`src/rtl/tt_sched_pkg.sv`:
```
// Shared definitions for the time-triggered schedule organizer.
// Assumes: kind codes are fixed and visible to the host loading the table.
package tt_sched_pkg;
    typedef enum logic [2:0] {
        KIND_NONE      = 3'd0,
        KIND_TX        = 3'd1,
        KIND_RXCHK     = 3'd2,
        KIND_REF       = 3'd3,
        KIND_REF_GAP   = 3'd4,
        KIND_WATCH     = 3'd5,
        KIND_WATCH_GAP = 3'd6,
        KIND_SPARE     = 3'd7
    } trig_kind_e;
endpackage

```
`src/rtl/tt_trig_table.sv`:
```
// Trigger table: host-written register array with one asynchronous read port.
// Assumes: the host stores entries in ascending time-mark order; reset clears
// every entry to kind NONE so an unloaded table produces no action.
module tt_trig_table
    import tt_sched_pkg::*;
#(
    parameter int N_ENTRIES = 8,
    parameter int TM_W      = 16,
    parameter int CC_W      = 6,
    parameter int MSG_W     = 4,
    localparam int IDX_W    = $clog2(N_ENTRIES)
) (
    input  logic             clk,
    input  logic             rst_n,
    input  logic             we,
    input  logic [IDX_W-1:0] waddr,
    input  logic [TM_W-1:0]  wmark,
    input  trig_kind_e       wkind,
    input  logic [MSG_W-1:0] wmsg,
    input  logic [CC_W-1:0]  wbase,
    input  logic [CC_W-1:0]  wrep,
    input  logic [IDX_W-1:0] raddr,
    output logic [TM_W-1:0]  rmark,
    output trig_kind_e       rkind,
    output logic [MSG_W-1:0] rmsg,
    output logic [CC_W-1:0]  rbase,
    output logic [CC_W-1:0]  rrep
);
    logic [TM_W-1:0]  mark_q [N_ENTRIES];
    trig_kind_e       kind_q [N_ENTRIES];
    logic [MSG_W-1:0] msg_q  [N_ENTRIES];
    logic [CC_W-1:0]  base_q [N_ENTRIES];
    logic [CC_W-1:0]  rep_q  [N_ENTRIES];

    // Store a host write into the addressed entry; clear all on reset.
    always_ff @(posedge clk) begin
        for (int i = 0; i < N_ENTRIES; i++) begin
            if (!rst_n) begin
                mark_q[i] <= '0;
                kind_q[i] <= KIND_NONE;
                msg_q[i]  <= '0;
                base_q[i] <= '0;
                rep_q[i]  <= '0;
            end else if (we && waddr == IDX_W'(i)) begin
                mark_q[i] <= wmark;
                kind_q[i] <= wkind;
                msg_q[i]  <= wmsg;
                base_q[i] <= wbase;
                rep_q[i]  <= wrep;
            end
        end
    end

    // Present the entry under the scan pointer.
    always_comb begin
        rmark = mark_q[raddr];
        rkind = kind_q[raddr];
        rmsg  = msg_q[raddr];
        rbase = base_q[raddr];
        rrep  = rep_q[raddr];
    end
endmodule

```
`src/rtl/tt_gap_ctl.sv`:
```
// Gap controller: holds the trigger-set selection taken from the last
// reference message, the open-gap window, event falling-edge detection and
// the pending host request for announcing a gap.
// Assumes: evt_in is already synchronous to clk.
module tt_gap_ctl (
    input  logic clk,
    input  logic rst_n,
    input  logic cycle_start,
    input  logic ref_gap_in,
    input  logic evt_in,
    input  logic host_gap_req,
    input  logic open_req,
    input  logic ref_fired,
    output logic gap_mode,
    output logic evt_ref_req,
    output logic pend_gap
);
    logic gap_open_q;
    logic evt_q;
    logic pend_q;

    // Remember the event level of the previous clock for edge detection.
    always_ff @(posedge clk) begin
        if (!rst_n) evt_q <= 1'b0;
        else        evt_q <= evt_in;
    end

    // Load the trigger-set selection at each new basic cycle.
    always_ff @(posedge clk) begin
        if (!rst_n)           gap_mode <= 1'b0;
        else if (cycle_start) gap_mode <= ref_gap_in;
    end

    // Open the gap window at the normal reference position if the event is high.
    always_ff @(posedge clk) begin
        if (!rst_n)                       gap_open_q <= 1'b0;
        else if (cycle_start || ref_fired) gap_open_q <= 1'b0;
        else if (open_req && evt_in)      gap_open_q <= 1'b1;
    end

    // Keep a host gap request until a reference action consumes it.
    always_ff @(posedge clk) begin
        if (!rst_n)         pend_q <= 1'b0;
        else if (ref_fired) pend_q <= 1'b0;
        else                pend_q <= pend_q | host_gap_req;
    end

    assign evt_ref_req = gap_open_q && evt_q && !evt_in;
    assign pend_gap    = pend_q | host_gap_req;

    AST_GAP_MODE_HOLD: assert property (@(posedge clk) disable iff (!rst_n)
        !cycle_start |=> $stable(gap_mode));
    AST_NO_EVT_OUTSIDE_GAP: assert property (@(posedge clk) disable iff (!rst_n)
        $past(cycle_start) |-> !evt_ref_req);
endmodule

```
`src/rtl/tt_rx_monitor.sv`:
```
// Reception monitor: notes receptions per message index and judges each
// receive check, keeping one missing-reception flag per message.
// Assumes: at most one reception and one check are reported per clock.
module tt_rx_monitor #(
    parameter int MSG_W = 4,
    localparam int N_MSG = 1 << MSG_W
) (
    input  logic             clk,
    input  logic             rst_n,
    input  logic             rx_valid,
    input  logic [MSG_W-1:0] rx_msg,
    input  logic             chk,
    input  logic [MSG_W-1:0] chk_msg,
    output logic [N_MSG-1:0] err_miss
);
    logic [N_MSG-1:0] seen_q;
    logic [N_MSG-1:0] rx_hit;
    logic [N_MSG-1:0] chk_hit;

    for (genvar i = 0; i < N_MSG; i++) begin : g_dec
        assign rx_hit[i]  = rx_valid && (rx_msg == MSG_W'(i));
        assign chk_hit[i] = chk && (chk_msg == MSG_W'(i));
    end

    // Track receptions since the last check and grade each check.
    always_ff @(posedge clk) begin
        if (!rst_n) begin
            seen_q   <= '0;
            err_miss <= '0;
        end else begin
            for (int i = 0; i < N_MSG; i++) begin
                if (chk_hit[i]) begin
                    err_miss[i] <= !(seen_q[i] || rx_hit[i]);
                    seen_q[i]   <= 1'b0;
                end else if (rx_hit[i]) begin
                    seen_q[i]   <= 1'b1;
                end
            end
        end
    end

    AST_RX_ERR_ON_CHECK: assert property (@(posedge clk) disable iff (!rst_n)
        !chk |=> $stable(err_miss));
endmodule

```
`src/rtl/tt_sched_org.sv`:
```
// Schedule organizer top: scans the trigger table one entry per clock,
// filters entries by cycle count, mode, sync and master state, and issues
// one action pulse per clock with the linked message index.
// Assumes: cycle_start is a one-clock pulse coinciding with cycle_time restart.
module tt_sched_org
    import tt_sched_pkg::*;
#(
    parameter int N_ENTRIES = 8,
    parameter int TM_W      = 16,
    parameter int CC_W      = 6,
    parameter int MSG_W     = 4
) (
    input  logic                         clk,
    input  logic                         rst_n,
    input  logic                         cfg_we,
    input  logic [$clog2(N_ENTRIES)-1:0] cfg_addr,
    input  logic [TM_W-1:0]              cfg_mark,
    input  logic [2:0]                   cfg_kind,
    input  logic [MSG_W-1:0]             cfg_msg,
    input  logic [CC_W-1:0]              cfg_base,
    input  logic [CC_W-1:0]              cfg_rep,
    input  logic [TM_W-1:0]              cycle_time,
    input  logic [CC_W-1:0]              cycle_count,
    input  logic                         cycle_start,
    input  logic                         ref_gap_in,
    input  logic                         in_sync,
    input  logic                         is_master,
    input  logic                         evt_in,
    input  logic                         host_gap_req,
    input  logic                         rx_valid,
    input  logic [MSG_W-1:0]             rx_msg,
    output logic                         tx_fire,
    output logic                         rxchk_fire,
    output logic                         ref_fire,
    output logic                         watch_fire,
    output logic [MSG_W-1:0]             fire_msg,
    output logic                         ref_gap_bit,
    output logic                         err_no_ref,
    output logic [(1<<MSG_W)-1:0]        err_rx_miss
);
    localparam int IDX_W = $clog2(N_ENTRIES);
    localparam int PTR_W = $clog2(N_ENTRIES + 1);

    logic [PTR_W-1:0] ptr;
    logic             ref_done;
    logic [MSG_W-1:0] gap_msg_q;
    logic [TM_W-1:0]  e_mark;
    trig_kind_e       e_kind;
    logic [MSG_W-1:0] e_msg;
    logic [CC_W-1:0]  e_base;
    logic [CC_W-1:0]  e_rep;
    logic             gap_mode, evt_ref_req, pend_gap;
    logic             scan_done, applies, hit, evt_take;
    logic             act_tx, act_rx, act_ref, act_watch, act_open;
    logic             ref_now;

    tt_trig_table #(
        .N_ENTRIES(N_ENTRIES), .TM_W(TM_W), .CC_W(CC_W), .MSG_W(MSG_W)
    ) u_table (
        .clk(clk), .rst_n(rst_n), .we(cfg_we), .waddr(cfg_addr),
        .wmark(cfg_mark), .wkind(trig_kind_e'(cfg_kind)), .wmsg(cfg_msg),
        .wbase(cfg_base), .wrep(cfg_rep), .raddr(ptr[IDX_W-1:0]),
        .rmark(e_mark), .rkind(e_kind), .rmsg(e_msg), .rbase(e_base), .rrep(e_rep)
    );

    tt_gap_ctl u_gap (
        .clk(clk), .rst_n(rst_n), .cycle_start(cycle_start), .ref_gap_in(ref_gap_in),
        .evt_in(evt_in), .host_gap_req(host_gap_req), .open_req(hit && act_open),
        .ref_fired(ref_now), .gap_mode(gap_mode), .evt_ref_req(evt_ref_req),
        .pend_gap(pend_gap)
    );

    tt_rx_monitor #(.MSG_W(MSG_W)) u_rx (
        .clk(clk), .rst_n(rst_n), .rx_valid(rx_valid), .rx_msg(rx_msg),
        .chk(hit && act_rx), .chk_msg(e_msg), .err_miss(err_rx_miss)
    );

    // Decide whether the entry under the pointer is due and what it does.
    always_comb begin
        scan_done = (ptr == PTR_W'(N_ENTRIES));
        applies   = ((cycle_count & e_rep) == e_base);
        evt_take  = evt_ref_req && is_master && !ref_done && !cycle_start;
        hit       = !scan_done && (cycle_time >= e_mark) && !cycle_start && !evt_take;
        act_tx    = applies && (e_kind == KIND_TX) && in_sync;
        act_rx    = applies && (e_kind == KIND_RXCHK);
        act_ref   = applies && is_master && !ref_done &&
                    ((e_kind == KIND_REF && !gap_mode) || (e_kind == KIND_REF_GAP && gap_mode));
        act_watch = applies && ((e_kind == KIND_WATCH && !gap_mode) ||
                                (e_kind == KIND_WATCH_GAP && gap_mode));
        act_open  = applies && gap_mode && (e_kind == KIND_REF);
        ref_now   = evt_take || (hit && act_ref);
    end

    // Advance the scan, register the action pulses and the cycle-level state.
    always_ff @(posedge clk) begin
        if (!rst_n) begin
            ptr         <= '0;
            ref_done    <= 1'b0;
            gap_msg_q   <= '0;
            tx_fire     <= 1'b0;
            rxchk_fire  <= 1'b0;
            ref_fire    <= 1'b0;
            watch_fire  <= 1'b0;
            fire_msg    <= '0;
            ref_gap_bit <= 1'b0;
            err_no_ref  <= 1'b0;
        end else begin
            tx_fire     <= 1'b0;
            rxchk_fire  <= 1'b0;
            ref_fire    <= 1'b0;
            watch_fire  <= 1'b0;
            fire_msg    <= '0;
            ref_gap_bit <= 1'b0;
            if (cycle_start) begin
                ptr        <= '0;
                ref_done   <= 1'b0;
                err_no_ref <= 1'b0;
            end else if (evt_take) begin
                ref_fire    <= 1'b1;
                fire_msg    <= gap_msg_q;
                ref_gap_bit <= pend_gap;
                ref_done    <= 1'b1;
            end else if (hit) begin
                ptr        <= ptr + 1'b1;
                tx_fire    <= act_tx;
                rxchk_fire <= act_rx;
                ref_fire   <= act_ref;
                watch_fire <= act_watch;
                if (act_tx || act_rx || act_ref || act_watch) fire_msg <= e_msg;
                if (act_ref) begin
                    ref_done    <= 1'b1;
                    ref_gap_bit <= pend_gap;
                end
                if (act_watch) err_no_ref <= 1'b1;
                if (act_open)  gap_msg_q  <= e_msg;
            end
        end
    end

    AST_ONE_ACTION: assert property (@(posedge clk) disable iff (!rst_n)
        $onehot0({tx_fire, rxchk_fire, ref_fire, watch_fire}));
    AST_TX_NEEDS_SYNC: assert property (@(posedge clk) disable iff (!rst_n)
        tx_fire |-> $past(in_sync));
    AST_REF_NEEDS_MASTER: assert property (@(posedge clk) disable iff (!rst_n)
        ref_fire |-> $past(is_master));
    AST_WATCH_FLAGS: assert property (@(posedge clk) disable iff (!rst_n)
        watch_fire |-> err_no_ref);
    AST_SCAN_RESTART: assert property (@(posedge clk) disable iff (!rst_n)
        cycle_start |=> (ptr == '0));
endmodule

```
`config.mk`:
```
export PLATFORM = sky130hd
export DESIGN_NAME = tt_sched_org
export DESIGN_NICKNAME = d
export VERILOG_FILES = /design/src/rtl/tt_sched_pkg.sv /design/src/rtl/tt_trig_table.sv /design/src/rtl/tt_gap_ctl.sv /design/src/rtl/tt_rx_monitor.sv /design/src/rtl/tt_sched_org.sv
export SDC_FILE = /design/constraint.sdc
export NUM_CORES = 1
export LEC_CHECK = 0
export BUFFER_PORTS_ARGS = -buffer_cell sky130_fd_sc_hd__buf_4
export CAP_MARGIN = 20
export CORE_MARGIN = 4
export CORE_UTILIZATION = 55
export DETAILED_ROUTE_END_ITERATION = 6
export PLACE_DENSITY_LB_ADDON = 0.12
export SLEW_MARGIN = 20
export SYNTH_ARGS = -nofsm -noshare
export SYNTH_HDL_FRONTEND = slang
export SYNTH_SLANG_ARGS = --single-unit
```
`constraint.sdc`:
```
create_clock -name clk -period 10 [get_ports clk]
set_input_delay 1.5 -clock clk [delete_from_list [all_inputs] [get_ports clk]]
set_output_delay 1.5 -clock clk [all_outputs]
set_load 0.1 [all_outputs]
```
* After elaboration in Yosys (flattened, before gate mapping)
Memories as Yosys holds them, arrays and structs flattened. A register that Yosys moved wholly into a read port is not among the register bits.
Index checks and enable logic that the tools add are counted.
** Word-level totals
- Bits of input ports :: 74
- Memories :: 5
- Register bits after elaboration :: 55
- Output and inout port bits :: 26
- Memory bits (writable) :: 280
** Memory list
- u_table.mark_q :: depth 8, bits a word 16, rd ports 1, clocked after memory_dff 1, wr ports 8, RTL line tt_trig_table.sv:29 : logic [TM_W-1:0] mark_q [N_ENTRIES];
- u_table.base_q :: depth 8, bits a word 6, rd ports 1, clocked after memory_dff 1, wr ports 8, RTL line tt_trig_table.sv:32 : logic [CC_W-1:0] base_q [N_ENTRIES];
- u_table.rep_q :: depth 8, bits a word 6, rd ports 1, clocked after memory_dff 1, wr ports 8, RTL line tt_trig_table.sv:33 : logic [CC_W-1:0] rep_q [N_ENTRIES];
- u_table.msg_q :: depth 8, bits a word 4, rd ports 1, clocked after memory_dff 1, wr ports 8, RTL line tt_trig_table.sv:31 : logic [MSG_W-1:0] msg_q [N_ENTRIES];
- u_table.kind_q :: depth 8, bits a word 3, rd ports 1, clocked after memory_dff 1, wr ports 8, RTL line tt_trig_table.sv:30 : trig_kind_e kind_q [N_ENTRIES];
** Operators by class
- Reduce and logical (&&, ||, !) cells :: 139
- Order comparisons :: 1
- Bitwise operators :: 46
- Muxes and demuxes :: 86
- Equality and inequality tests :: 45
- Add/subtract/negate cells :: 1
** Operators with widths (count)
- 16-bit 2-to-1 mux :: 8
- 6-bit 2-to-1 mux :: 16
- 4-bit == test (second input constant) :: 17
- 1-bit logical AND :: 65
- 3-bit 2-to-1 mux :: 18
- 4-bit 2-to-1 mux :: 11
- 1-bit bitwise OR :: 41
- 2-bit OR reduction :: 19
- 1-bit 2-to-1 mux :: 33
- 4-bit by 3-bit == test with 1-bit output (second input constant) :: 8
- 1-bit logical OR :: 23
- 1-bit zero test :: 22
- 3-bit == test (second input constant) :: 7
- 4-bit by 2-bit == test with 1-bit output (second input constant) :: 4
- 16-bit >= comparator :: 1
- 3-bit by 2-bit == test with 1-bit output (second input constant) :: 4
- 4-bit by 1-bit == test with 1-bit output (second input constant) :: 2
- 4-bit zero test :: 2
- 6-bit AND :: 1
- 3-bit by 1-bit == test with 1-bit output (second input constant) :: 2
- 6-bit == test :: 1
- 4-bit by 1-bit adder with 4-bit output (second input constant) :: 1
- 1-bit inverter :: 4
- 2-bit AND reduction :: 2
- 5 further kinds :: 6

* Depth between registers and ports, before layout
Gate-level depths: netlist of the first run.
- Word-level depth :: 11
- Mapped depth :: 18
- Depth with buffers taken out :: 10

* By module
Synthesis of the first run repeated with hierarchy kept, for this count alone.
** Second synthesis, totals
- Cells, all modules :: 1130
- Area total of the unflattened synthesis :: 15534.9 sq um
** Modules (own cells, without submodules)
- tt_trig_table :: instances 1, cells an instance 798, seq. area each 8408.1 sq um, area each 12628.4 sq um
- tt_rx_monitor :: instances 1, cells an instance 153, seq. area each 640.6 sq um, area each 1392.6 sq um
- tt_sched_org :: instances 1, cells an instance 166, seq. area each 380.4 sq um, area each 1373.8 sq um
- tt_gap_ctl :: instances 1, cells an instance 13, seq. area each 80.1 sq um, area each 140.1 sq um

* Least setup slack after synthesis of the first run
No wires, ideal clock.
- Kind :: input to register
- Start :: input cfg_addr[2]
- End :: memory u_table.base_q[0][0] (enable)
- Arrival :: 4.313 ns
- Stages :: 2
- Setup slack :: 5.206 ns
- Cells stage by stage :: nand2b_1 o31ai_1
** RTL lines
- start: declaration :: RTL line tt_sched_org.sv:16 : input logic [$clog2(N_ENTRIES)-1:0] cfg_addr,
- end: declaration :: RTL line tt_trig_table.sv:32

==> summary.json, run 1 <==
{
  "outcome": {"value": "complete, no violations"},
  "critPathMaxFanout": {"value": 42},
  "total_die_area": {"value": 30900, "unit": "um2"},
  "grt_pass1_wl": {"value": 55.2, "unit": "mm"},
  "grt_setup_unrepaired": {"value": "false"},
  "post_synthesis_cell_area": {"value": 15500, "unit": "um2"},
  "die_x": {"value": 176, "unit": "um"},
  "synth_top_cells_by_count": {"value": "285 x and2_1, 280 x edfxtp_1, 62 x mux4_2"},
  "setup-violations-final": {"value": 0},
  "syn2layout_area_growth": {"value": 15.4, "unit": "%"},
  "cts.root.buffer_cell": {"value": "clkbuf_16"},
  "synthesis.area_per_instance": {"value": 14.1, "unit": "um2"},
  "dp.final_hpwl": {"value": 19.8, "unit": "mm"},
  "grtUsageTotal": {"value": 23.5, "unit": "%"},
  "timing_hold_violations_final": {"value": 0},
  "insertion_delay": {"value": 0.52, "unit": "ns"},
  "ys.flop_type": {"value": "edfxtp_1"},
  "critical_path_arrival": {"value": 5.86, "unit": "ns"},
  "tritoncts": {"value": "done"},
  "globalplace.congestion": {"value": 0.767},
  "detail_route.wirelength": {"value": 35.9, "unit": "mm"},
  "total_of_fill_cells_in_the_finished_design": {"value": 2108},
  "total_power": {"value": 3.19, "unit": "mW"},
  "syn-num-nets": {"value": 1187},
  "num_cts_buffers": {"value": 36},
  "end_kind": {"value": "register"},
  "place.port_buffers": {"value": 99},
  "pwr_density_cell": {"value": 179, "unit": "nW/um2"},
  "fin_cells": {"value": 1599},
  "required_time_at_the_endpoint_of_the_critical_path": {"value": 10.45, "unit": "ns"},
  "path_clk_slew": {"value": 0.06, "unit": "ns"},
  "report.final.slew_viol_count": {"value": 0},
  "max_slew_margin": {"value": 32.1, "unit": "%"},
  "yosysWarnings": {"value": 0},
  "floorplan.core_area": {"value": 27800, "unit": "um2"},
  "ys_ff_latch": {"value": 338},
  "detail_route.first_pass.iterations": {"value": 5},
  "ant_nets": {"value": 0},
  "floorplan.rows": {"value": 61},
  "largest_net_degree_at_the_start_of_global_routing": {"value": 71},
  "worstSetupStartpointType": {"value": "register"},
  "grt-ovfl-total": {"value": 0},
  "synth.top_cells.by_area": {"value": "edfxtp_1 54%, and2_1 12%, mux4_2 9.0%"},
  "hold_class": {"value": "register to register"},
  "cts_num_sinks": {"value": 338},
  "final_core_util": {"value": 64.2, "unit": "%"},
  "antenna_found_initial": {"value": 0},
  "ys_seq_area_share": {"value": 61.9, "unit": "%"},
  "fin_worst_skew": {"value": 0.0137, "unit": "ns"},
  "via_count": {"value": 9240},
  "floorplan.die.height": {"value": 176, "unit": "um"},
  "cts.htree.levels": {"value": 2},
  "layout_cells_sized_above_1": {"value": 22.7, "unit": "%"},
  "layout_worst_path_cycle_share": {"value": 54.1, "unit": "%"},
  "top_level_ports": {"value": 100},
  "period_minus_slack": {"value": 5.41, "unit": "ns"},
  "cts_repair_resize_count": {"value": 0},
  "ir_drop": {"value": 0.000112, "unit": "V"},
  "drt_drc_violations_left": {"value": 0},
  "fin_nets": {"value": 1286},
  "setup_ws": {"value": 4.59, "unit": "ns"},
  "post_drt_via_cell_ratio": {"value": 5.78},
  "synthesis.instances": {"value": 1095},
  "initial_standard_cell_utilization_of_the_core": {"value": 55.7, "unit": "%"},
  "post-synth-top-area-fraction": {"value": 54.4, "unit": "%"},
  "postCtsHoldBufs": {"value": 0},
  "setup_tns": {"value": 0, "unit": "ns"},
  "worst_setup_slack_before_clock_tree_synthesis": {"value": 4.51, "unit": "ns"},
  "slew_at_the_pin_closest_to_its_max_slew_limit": {"value": 1.02, "unit": "ns"},
  "synth_edf_count": {"value": 280},
  "maxCapViolations": {"value": 0},
  "synthArstFlopShare": {"value": 0, "unit": "%"},
  "multi_input_comb_area": {"value": 5710, "unit": "um2"},
  "detail_routed_net_length_per_standard_cell": {"value": 22.5, "unit": "um"},
  "postCtsSetupRepairBufs": {"value": 0},
  "worstSetupPathType": {"value": "register to register"},
  "clock_tree.buffer_depth": {"value": 3},
  "yosys.cell_count.top_type": {"value": "and2_1"},
  "power.leakage": {"value": 6.30, "unit": "nW"},
  "synth_cell_types": {"value": 56},
  "drt_first_iter_violations": {"value": 839},
  "fmax": {"value": 0.185, "unit": "GHz"},
  "via_count_of_the_first_global_routing_pass": {"value": 9408},
  "place_inst": {"value": 1534},
  "ff_latch_area": {"value": 9580, "unit": "um2"},
  "synthDominantAreaCellType": {"value": "edfxtp_1"}
}
-- worst max-delay path, stage by stage (launching register included) --
cell and delay (ns):
dfxtp_4 0.80, buf_4 0.80, mux4_2 0.60, mux2i_1 0.23
ha_1 0.20, o2111ai_1 0.13, a311oi_1 0.33, o21ai_0 0.27
a21oi_1 0.39, nand2_1 0.57, nor4_2 0.72, mux2i_1 0.26
-- path summary, 6_finish.rpt --
check,start,endpoint,slack (ns),cells past startpoint
max,register,gap_msg_q[2],4.59,11
max reg2reg,register,gap_msg_q[2],4.59,11
min,u_rx.err_miss[1],u_rx.err_miss[1],0.46,2
min reg2reg,u_rx.err_miss[1],u_rx.err_miss[1],0.46,2
-- through the flow --
step	instance area (um2)	hold WS (ns)
after floorplan	15500	0.435
after global placement	16700	0.448
after detailed placement	16700	0.452
after CTS	17800	0.460
after global routing	17800	0.483
final	17800	0.458
-- sequential cells by signal, indices dropped and copies added, names as in the netlist, 16 cells and up, named ones only --
name	flops
u_table.mark_q	128
u_table.kind_q	24
u_table.base_q	48
u_table.msg_q	32
u_rx.err_miss	16
u_table.rep_q	48
u_rx.seen_q	16
-- routing by layer --
metal  track usage, %  vias up  part of all wire, %  routed length, um
li1                 -     4258                    -                  -
met1             31.9     4652                   43              15500
met2             40.1      274                   50              17800
met3             3.83       56                  5.5               1960
met4             6.14        0                  1.9                677
met5                0        -                    0                  0
-- report_power, final --
| group | internal [mW] | total, mW | switching [mW] |
|---|---|---|---|
| Clock | 0.774 | 1.31 | 0.533 |
| Combinational | 0.104 | 0.251 | 0.147 |
| Sequential | 1.60 | 1.63 | 0.0252 |
| Total | 2.48 | 3.19 | 0.705 |
-- layout make-up --
class	instances	area share, %
clock inverter	17	0.919
timing repair buffer	120	5.05
clock buffer	47	5.53
sequential	338	53.7
antenna	1	0.0140
tap	378	2.65
inverter	7	0.147
multi-input combinational	691	32.0
-- layout by cell type, fill, tap and decap left out, types with 7 or more instances in the layout --
master	instances
clkbuf_1	8
edfxtp_1	280
buf_4	120
clkbuf_16	38
nor4_1	18
nor3b_1	13
o21ai_0	10
nor2b_1	9
nor2_1	25
mux2i_1	53
nor2_2	7
dfxtp_1	55
nand3_1	25
ha_1	18
nand2_1	49
mux4_2	62
mux2_2	12
and2_1	285
and3_1	8
a21oi_1	22
-- cell families (layout without fill, tap and decap cells) --
| group | count (synthesis) | in the layout | synth area share [%] |
|---|---|---|---|
| simple gates | 471 | 471 | 17.9 |
| fa+ha+maj | 18 | 18 | 1.46 |
| compound gates | 68 | 68 | 2.86 |
| flops | 338 | 338 | 61.9 |
| buf+inv | 66 | 191 | 1.94 |
| other cells | 0 | 1 | 0 |
| mux | 129 | 129 | 13.7 |
| xor+xnor | 5 | 5 | 0.283 |
Power figures use the tool's default switching activity.
==> inputs of run 2 (changes only) <==
- clock period: 10 -> 4.3 ns (I/O delays scaled with it)
==> run 2 against run 1 <==
Effect of this change: core utilization rose by 0.86 points; clock power rose by 140%; largest cell class unchanged; wire length up 2.2%; clock skew shrank 0.0012 ns; critical path depth fell by 2; cell count increased by 1.4%; sequential power rose by 130%; worst hold slack worse by 0.091 ns; worst setup slack got worse by 4.2 ns; register-to-register slack lost 4.2 ns; global-route usage up 0.42 points; die area did not move.
==> summary.json, run 2 (same netlist as run 1, synthesis figures left out) <==
{
  "cts.root.buffer_cell": {"value": "clkbuf_16"},
  "floorplan.die.height": {"value": 176, "unit": "um", "change": "unchanged"},
  "ant_nets": {"value": 0, "change": "unchanged"},
  "post_drt_via_cell_ratio": {"value": 5.78, "change": "about the same"},
  "total_die_area": {"value": 30900, "unit": "um2", "change": "unchanged"},
  "worstSetupStartpointType": {"value": "register"},
  "die_x": {"value": 176, "unit": "um", "change": "unchanged"},
  "place.port_buffers": {"value": 99, "change": "unchanged"},
  "syn2layout_area_growth": {"value": 16.9, "unit": "%"},
  "max_slew_margin": {"value": 28.8, "unit": "%", "change": "-3.3 points"},
  "clock_tree.buffer_depth": {"value": 3, "change": "unchanged"},
  "placed_area": {"value": 16800, "unit": "um2", "change": "+0.84%"},
  "detail_route.wirelength": {"value": 36.7, "unit": "mm", "change": "+2.2%"},
  "hold_class": {"value": "primary input to register"},
  "total_of_fill_cells_in_the_finished_design": {"value": 2083, "change": "-1.2%"},
  "layout_cells_sized_above_1": {"value": 24.1, "unit": "%", "change": "+1.4 points"},
  "multi_input_comb_area": {"value": 5710, "unit": "um2", "change": "unchanged"},
  "fin_nets": {"value": 1306, "change": "+1.6%"},
  "drt_drc_violations_left": {"value": 0, "change": "unchanged"},
  "mostFrequentLayoutCells": {"value": "285 x and2_1, 280 x edfxtp_1, 136 x buf_4"},
  "grt_setup_unrepaired": {"value": "false"},
  "top_level_ports": {"value": 100, "change": "unchanged"},
  "critPathMaxFanout": {"value": 21, "change": "-50%"},
  "outcome": {"value": "complete, no violations"},
  "maxCapViolations": {"value": 0, "change": "unchanged"},
  "worstSetupPathType": {"value": "register to register"},
  "worst_setup_slack_before_clock_tree_synthesis": {"value": 0.295, "unit": "ns", "change": "-4.21 ns"},
  "tritoncts": {"value": "done"},
  "power.leakage": {"value": 6.43, "unit": "nW", "change": "+2.1%"},
  "setup-violations-final": {"value": 0, "change": "unchanged"},
  "required_time_at_the_endpoint_of_the_critical_path": {"value": 4.75, "unit": "ns", "change": "-5.70 ns"},
  "end_kind": {"value": "register"},
  "drt_first_iter_violations": {"value": 927, "change": "+10%"},
  "layout_worst_path_cycle_share": {"value": 92.1, "unit": "%", "change": "+38 points"},
  "globalplace.congestion": {"value": 0.762, "change": "-0.61%"},
  "via_count": {"value": 9372, "change": "+1.4%"},
  "initial_standard_cell_utilization_of_the_core": {"value": 55.7, "unit": "%", "change": "unchanged"},
  "fin_cells": {"value": 1621, "change": "+1.4%"},
  "antenna_found_initial": {"value": 0, "change": "unchanged"},
  "total_power": {"value": 7.57, "unit": "mW", "change": "+140%"},
  "setup_ws": {"value": 0.339, "unit": "ns", "change": "-4.25 ns"},
  "ff2ff_path_depth": {"value": 9, "change": "-2"},
  "grt-ovfl-total": {"value": 0, "change": "unchanged"},
  "registers.top_by_ff_count": {"value": "u_table.mark_q"},
  "via_count_of_the_first_global_routing_pass": {"value": 9393, "change": "-0.16%"},
  "report.final.slew_viol_count": {"value": 0, "change": "unchanged"},
  "slew_at_the_pin_closest_to_its_max_slew_limit": {"value": 1.06, "unit": "ns", "change": "+0.0457 ns"},
  "detail_routed_net_length_per_standard_cell": {"value": 22.7, "unit": "um", "change": "+0.83%"},
  "grtUsageTotal": {"value": 23.9, "unit": "%", "change": "+0.42 points"},
  "final_core_util": {"value": 65.1, "unit": "%", "change": "+0.86 points"},
  "critical_path_arrival": {"value": 4.41, "unit": "ns", "change": "-1.45 ns"},
  "layout.cells.most_common": {"value": "and2_1"},
  "largest_net_degree_at_the_start_of_global_routing": {"value": 37, "change": "-48%"},
  "fin_area": {"value": 18100, "unit": "um2", "change": "+1.3%"},
  "place_inst": {"value": 1551, "change": "+1.1%"},
  "floorplan.rows": {"value": 61, "change": "unchanged"},
  "ff_latch_area": {"value": 9580, "unit": "um2", "change": "about the same"},
  "timing_hold_violations_final": {"value": 0, "change": "unchanged"},
  "floorplan.core_area": {"value": 27800, "unit": "um2", "change": "unchanged"},
  "top_regs": {"value": "u_table.mark_q: 128 flops, u_table.base_q: 48 flops, u_table.rep_q: 48 flops"},
  "period_minus_slack": {"value": 3.96, "unit": "ns", "change": "-1.45 ns"},
  "num_cts_buffers": {"value": 38, "change": "+5.6%"},
  "worst_hold_path_cell_count": {"value": 2, "change": "unchanged"},
  "grt_pass1_wl": {"value": 56.0, "unit": "mm", "change": "+1.4%"},
  "pwr_density_cell": {"value": 419, "unit": "nW/um2", "change": "+130%"},
  "cts_num_sinks": {"value": 338, "change": "unchanged"},
  "path_clk_slew": {"value": 0.06, "unit": "ns", "change": "about the same"},
  "fmax": {"value": 0.252, "unit": "GHz", "change": "+37%"},
  "detail_route.first_pass.iterations": {"value": 5, "change": "unchanged"},
  "dp.final_hpwl": {"value": 21.3, "unit": "mm", "change": "+7.1%"},
  "cts.htree.levels": {"value": 2, "change": "unchanged"},
  "ir_drop": {"value": 0.000293, "unit": "V", "change": "+160%"},
  "setup_tns": {"value": 0, "unit": "ns", "change": "unchanged"},
  "fin_worst_skew": {"value": 0.0126, "unit": "ns", "change": "-0.00117 ns"},
  "insertion_delay": {"value": 0.52, "unit": "ns", "change": "about the same"},
  "worst_hold_slack": {"value": 0.367, "unit": "ns", "change": "-0.0910 ns"},
  "largest_register_ffs": {"value": 128, "change": "unchanged"},
  "antennaDiodeCount": {"value": 0, "change": "-1"}
}
## run 2: cell types whose count changed in the layout (fill, tap and decap cells not counted), sizes merged
cell,change
bufinv,+1
clkbuf,-1
clkinvlp,+2
inv,-1
buf,+18
diode,-1
clkinv,+4
## run 2: timing repair
| item | in CTS | in global routing |
|---|---|---|
| resized for setup | 0 | 1 |
| setup endpoints to repair | 0 | 21 |
| setup buffers | 0 | 1 |
| hold buffers | 0 | 0 |
## run 2: routing by layer
| layer | track usage (%) | wire (um) |
|---|---|---|
| met1 | 33.1 | 15500 |
| met2 | 40.4 | 18300 |
| met3 | 3.47 | 2220 |
| met4 | 6.14 | 770 |
| met5 | 0.962 | 0 |
## run 2: power breakdown
part / switching, mW / internal, mW
clock network: 1.27 / 1.90
logic: 0.353 / 0.261
registers: 0.0577 / 3.73
## run 2: critical path: stages, from the launching register on
cell	delay, ns
dfxtp_4	0.55
buf_16	0.20
buf_4	0.38
mux4_2	0.58
o22ai_1	0.23
o21a_1	0.14
o22ai_1	0.14
or3_1	0.69
nor3_1	0.66
o221a_2	0.29
## run 2: cell type report
cell class | instances | share of cell area (%)
Clock buffer | 46 | 5.54
Clock inverter | 23 | 1.20
Inverter | 7 | 0.145
Multi-Input combinational cell | 691 | 31.6
Sequential cell | 338 | 53.0
Tap cell | 378 | 2.62
Timing Repair Buffer | 138 | 5.91
## run 2: path summary, 6_finish.rpt
check | startpoint | to | slack, ns
worst min-delay path | evt_in | u_gap.evt_q | 0.37
worst max-delay path | register | ref_gap_bit | 0.34
worst min register to register | u_rx.err_miss[5] | u_rx.err_miss[5] | 0.46
worst max register to register | register | ref_gap_bit | 0.34
